<file path="config.mk">
export PLATFORM = sky130hd
export DESIGN_NAME = mul_slice
export DESIGN_NICKNAME = d
export VERILOG_FILES = /design/src/rtl/mslice_pkg.sv /design/src/rtl/msl_stage.sv /design/src/rtl/msl_bsrc.sv /design/src/rtl/msl_mul.sv /design/src/rtl/mul_slice.sv
export SDC_FILE = /design/constraint.sdc
export NUM_CORES = 1
export LEC_CHECK = 0
export ABC_AREA = 1
export BUFFER_PORTS_ARGS = -buffer_cell sky130_fd_sc_hd__buf_2
export CAP_MARGIN = 30
export CORE_MARGIN = 2
export CORE_UTILIZATION = 50
export CTS_CLUSTER_SIZE = 14
export DETAILED_ROUTE_END_ITERATION = 12
export PLACE_DENSITY = 0.68
export SLEW_MARGIN = 0
export SYNTH_ARGS = -nofsm -noshare
export SYNTH_HDL_FRONTEND = slang
export SYNTH_HIERARCHICAL = 1
export SYNTH_SLANG_ARGS = --single-unit
</file>
<file path="constraint.sdc">
create_clock -name clk -period 12.6 [get_ports clk]
set_input_delay 0.63 -clock clk [delete_from_list [all_inputs] [get_ports clk]]
set_output_delay 0.63 -clock clk [all_outputs]
set_load 0.05 [all_outputs]
</file>
<file path="src/rtl/mslice_pkg.sv">
package mslice_pkg;

    typedef enum logic {
        SRC_DIRECT  = 1'b0,
        SRC_CASCADE = 1'b1
    } bsrc_e;

    typedef struct packed {
        logic ce;
        logic clr;
    } stage_ctl_t;

endpackage

</file>
<file path="src/rtl/msl_stage.sv">
module msl_stage #(
    parameter int W       = 18,
    parameter bit PRESENT = 1'b1
) (
    input  logic                    clk,
    input  mslice_pkg::stage_ctl_t  ctl,
    input  logic [W-1:0]            din,
    output logic [W-1:0]            dout
);

    typedef struct packed {
        logic [W-1:0] val;
    } st_t;

    st_t r_d, r_q;

    // clear wins over enable
    always_comb begin
        r_d = r_q;
        if (ctl.clr) begin
            r_d.val = '0;
        end else if (ctl.ce) begin
            r_d.val = din;
        end
    end

    always_ff @(posedge clk) begin
        r_q <= r_d;
    end

    generate
        if (PRESENT) begin : g_reg
            assign dout = r_q.val;
        end else begin : g_wire
            assign dout = din;
        end
    endgenerate

endmodule

</file>
<file path="src/rtl/msl_bsrc.sv">
module msl_bsrc #(
    parameter int               W   = 18,
    parameter mslice_pkg::bsrc_e SRC = mslice_pkg::SRC_DIRECT
) (
    input  logic [W-1:0] b_loc,
    input  logic [W-1:0] b_chain,
    output logic [W-1:0] b_sel
);

    generate
        if (SRC == mslice_pkg::SRC_CASCADE) begin : g_chain
            assign b_sel = b_chain;
        end else begin : g_local
            assign b_sel = b_loc;
        end
    endgenerate

endmodule

</file>
<file path="src/rtl/msl_mul.sv">
module msl_mul #(
    parameter int AW = 18,
    parameter int BW = 18,
    localparam int PW = AW + BW
) (
    input  logic [AW-1:0] op_a,
    input  logic [BW-1:0] op_b,
    output logic [PW-1:0] prod_c
);

    logic signed [PW-1:0] full;

    always_comb begin
        full   = PW'($signed(op_a)) * PW'($signed(op_b));
        prod_c = full;
    end

endmodule

</file>
<file path="src/rtl/mul_slice.sv">
module mul_slice
    import mslice_pkg::*;
#(
    parameter int    A_W     = 18,
    parameter int    B_W     = 18,
    parameter bsrc_e B_SRC   = SRC_DIRECT,
    parameter bit    A_STAGE = 1'b1,
    parameter bit    B_STAGE = 1'b1,
    parameter bit    P_STAGE = 1'b1,
    localparam int   P_W     = A_W + B_W
) (
    input  logic           clk,
    input  logic [A_W-1:0] a_in,
    input  logic [B_W-1:0] b_in,
    input  logic [B_W-1:0] b_casc_in,
    input  logic           ce_a,
    input  logic           ce_b,
    input  logic           ce_p,
    input  logic           rst_a,
    input  logic           rst_b,
    input  logic           rst_p,
    output logic [B_W-1:0] b_casc_out,
    output logic [P_W-1:0] prod
);

    stage_ctl_t     ctl_a, ctl_b, ctl_p;
    logic [B_W-1:0] b_src;
    logic [B_W-1:0] b_app;
    logic [A_W-1:0] a_app;
    logic [P_W-1:0] prod_c;

    always_comb begin
        ctl_a = '{ce: ce_a, clr: rst_a};
        ctl_b = '{ce: ce_b, clr: rst_b};
        ctl_p = '{ce: ce_p, clr: rst_p};
    end

    msl_bsrc #(.W(B_W), .SRC(B_SRC)) u_bsrc (
        .b_loc   (b_in),
        .b_chain (b_casc_in),
        .b_sel   (b_src)
    );

    msl_stage #(.W(B_W), .PRESENT(B_STAGE)) u_bstg (
        .clk  (clk),
        .ctl  (ctl_b),
        .din  (b_src),
        .dout (b_app)
    );

    msl_stage #(.W(A_W), .PRESENT(A_STAGE)) u_astg (
        .clk  (clk),
        .ctl  (ctl_a),
        .din  (a_in),
        .dout (a_app)
    );

    msl_mul #(.AW(A_W), .BW(B_W)) u_mul (
        .op_a   (a_app),
        .op_b   (b_app),
        .prod_c (prod_c)
    );

    msl_stage #(.W(P_W), .PRESENT(P_STAGE)) u_pstg (
        .clk  (clk),
        .ctl  (ctl_p),
        .din  (prod_c),
        .dout (prod)
    );

    // the cascade tap sits after the optional operand stage
    assign b_casc_out = b_app;

endmodule

</file>
==> impl_metrics.yaml <==
clock_network:
  h-tree-depth: 3
  clockBufferDepth: 2
  cts_setup_buffers: 0
  insertion_delay_ns: 0.36
  cts_buffers: 9
  numClockSinks: 72
  ctsResizeCount: 0
  cts.clk_slew.worst_paths_ns: 0.06
  postCtsHoldBufs: 0
  tritoncts: "built"
  cts-root-buf: "clkbuf_16"
power_and_ir_drop:
  p_int_mw: 1.08
  ir_worst_vdd_uv: 103
  leakagePower_nw: 10.8
  p_clk_share_pct: 11.4
  seqPwrFrac_pct: 14.2
  swShare_pct: 55.9
  p_comb_share_pct: 74.5
  switchingPower_mw: 1.37
  powerDensity_nw_per_um2: 143
worst_setup_path:
  path_cells: "nand2_1 -> fa_1 -> inv_1 -> fa_1 -> fa_1 -> fa_1 -> fa_1 -> inv_1 -> fa_1 -> inv_1 -> ha_1 -> nand2_1 -> nor2_1 -> nand2_1 -> nor3_1 -> nand2_1 -> nand2_1 -> nand2_1 -> nand2_1 -> inv_1 -> nand2_1 -> nand2_1 -> nor2_1"
  cp_common_cell: "nand2_1"
  crit_arrival_ns: 6.94
  crit_required_ns: 12.90
  cp_slowest_cell: "dfxtp_1"
  cp-end-kind: "register"
  cp-start-kind: "register"
  criticalPathCategory: "register to register"
  critPathMaxStageDelay_ns: 0.98
  path_max_fanout: 20
  reg2reg_depth: 23
synth:
  ys_warn_count: 6
  avgSynthCellArea_sq_um: 7.27
  syn-num-nets: 2742
  synth.distinct_cells: 33
  seq_area_frac_synth_pct: 8.77
  synthCells: 2259
  yosys_register_bits: 72
  netlist_area_sq_um: 16400
cells_and_area:
  syn2layout_area_growth_pct: 4.69
  layout_commonest_cell: "inv_1"
  final_cells: 2705
  final_cell_mix: "inv_1, nand2_1, fa_1, nor2_1, buf_2"
  drive_above_1_share_pct: 7.73
  nets: 2741
  antenna_cells: 0
  n_fill_cell: 3212
sta:
  finalSetupViolations: 0
  maxSlewViolCount: 0
  worst_slew_pin_slew_ns: 1.02
  rsz0062_at_grt: "no"
  max_freq_mhz: 151
  tns_ns: 0
  min_period_ns: 6.64
  timing.final.crit_share_pct: 52.7
  finClkSkew_ns: 0.00794
  hold_viol: 0
  slew_headroom_pct: 31.6
route:
  first_pass_iters: 5
  wirelength_microns: 37300
  wire_per_inst_microns: 13.8
  first_iter_violations: 629
  vias_per_cell: 4.74
  vias: 12800
  drc_errors: 0
  ant_nets: 0
die:
  die_w_microns: 185
  die_height_microns: 185
  start_util_pct: 50.6
  std_cell_rows: 66
  dieArea_sq_um: 34300
  coreArea_sq_um: 32500
  io_pins: 115
run:
  max-cap-violations: 0
placement:
  hpwlAfterDp_microns: 30500
  port_buffers: 96
  dp_cells: 2689
  gp_congestion: 0.870
grt:
  grt_usage_pct: 23.8
  grt_pass1_vias: 13800
  grt_max_degree: 59
  grt_pass1_wl_microns: 64200
  antenna_found_initial: 0
  globalRouteOverflowTotal: 0
worst_hold_path:
  hold_path_depth: 2
  hold_path.class: "register to register"
status:
  outcome: "completed"
## kinds of logic after synthesis
group                    count (synthesis)  synth area share [%]
adder cells (fa/ha/maj)                422                  47.2
AND/OR/NAND/NOR                        916                  22.4
AO/OA/AOI/OAI                           38                  1.33
flip-flops                              72                  8.77
XOR/XNOR                                20                  1.07
buffers and inverters                  791                  19.3
## power groups by stage
stage	logic, mW	registers [mW]	clock network (mW)
after floorplan	1.30	0.441	0
after global placement	1.82	0.350	0
after detailed placement	1.84	0.352	0
after CTS	1.86	0.347	0.285
after global routing	2.09	0.355	0.294
final	1.83	0.347	0.279
## sequential cells by signal (all words and copies together), names as in the netlist
name,count
u_bstg/dout,18
u_pstg/dout,36
u_astg/dout,18
## final timing paths
path / from / to / slack (ns)
worst max-delay path: u_bstg/dout[3] / u_pstg/dout[34] / 5.96
worst min-delay path: u_pstg/dout[2] / u_pstg/dout[2] / 0.47
worst max register to register: u_bstg/dout[3] / u_pstg/dout[34] / 5.96
worst min register to register: u_pstg/dout[2] / u_pstg/dout[2] / 0.47
## synth_stat cells
master | count | share of area, %
ha_1 | 93 | 7.1
buf_1 | 10 | 0.23
nor2_2 | 14 | 0.53
xor2_1 | 15 | 0.80
and2_1 | 5 | 0.19
and2_4 | 1 | 0.053
nand2_1 | 633 | 14
a21oi_2 | 3 | 0.16
buf_2 | 3 | 0.091
inv_1 | 667 | 15
o21ai_1 | 1 | 0.030
a21oi_1 | 23 | 0.70
inv_2 | 14 | 0.32
nor3_1 | 1 | 0.030
fa_1 | 329 | 40
o21ai_0 | 4 | 0.12
or2_2 | 3 | 0.11
a21o_1 | 1 | 0.046
nor2_1 | 194 | 4.4
buf_4 | 20 | 0.91
nand3_2 | 3 | 0.18
nand3b_1 | 3 | 0.14
nor2_4 | 4 | 0.27
buf_6 | 16 | 1.1
nor3_2 | 4 | 0.24
or2_1 | 1 | 0.038
o21bai_1 | 6 | 0.27
clkbuf_1 | 61 | 1.4
xnor2_1 | 5 | 0.27
dfxtp_1 | 72 | 8.8
nand4_1 | 8 | 0.30
nand2_2 | 15 | 0.57
nand3_1 | 27 | 0.82
## critical path: cells and delay by family, from the launching register on
family | cells | cell delay [ns]
fa+ha+maj | 7 | 3.94
buf+inv | 4 | 0.27
flops | 1 | 0.98
simple gates | 12 | 1.39
## cell type report
type	count	area [sq um]	share of cell area (%)
timing repair buffer	98	508	2.95
tap	442	553	3.21
clock inverter	6	82.6	0.480
clock buffer	10	239	1.39
inverter	681	2560	14.9
sequential	72	1440	8.38
multi-input combinational	1396	11800	68.7
## routing by layer
metal / up-vias / GRT usage [%] / part of all wire [%]
met5: - / 0 / 0
met4: 0 / 8.44 / 2.7
met1: 6254 / 28.9 / 41
li1: 6202 / - / -
met2: 314 / 43.5 / 51
met3: 59 / 2.58 / 4.5
## stage by stage
step	hold WS, ns	total power, mW	instance area (sq um)	worst slack, ns	utilization (%)
finish	0.466	2.45	17200	5.96	53.0
global route	0.493	2.74	17200	5.49	53.0
CTS	0.469	2.49	17200	5.95	53.0
detailed placement	0.461	2.20	16900	5.99	52.0
global placement	0.456	2.17	16900	6.01	52.0
floorplan	0.447	1.74	16400	6.52	-
Note: power is estimated with default switching activity, not from simulation.
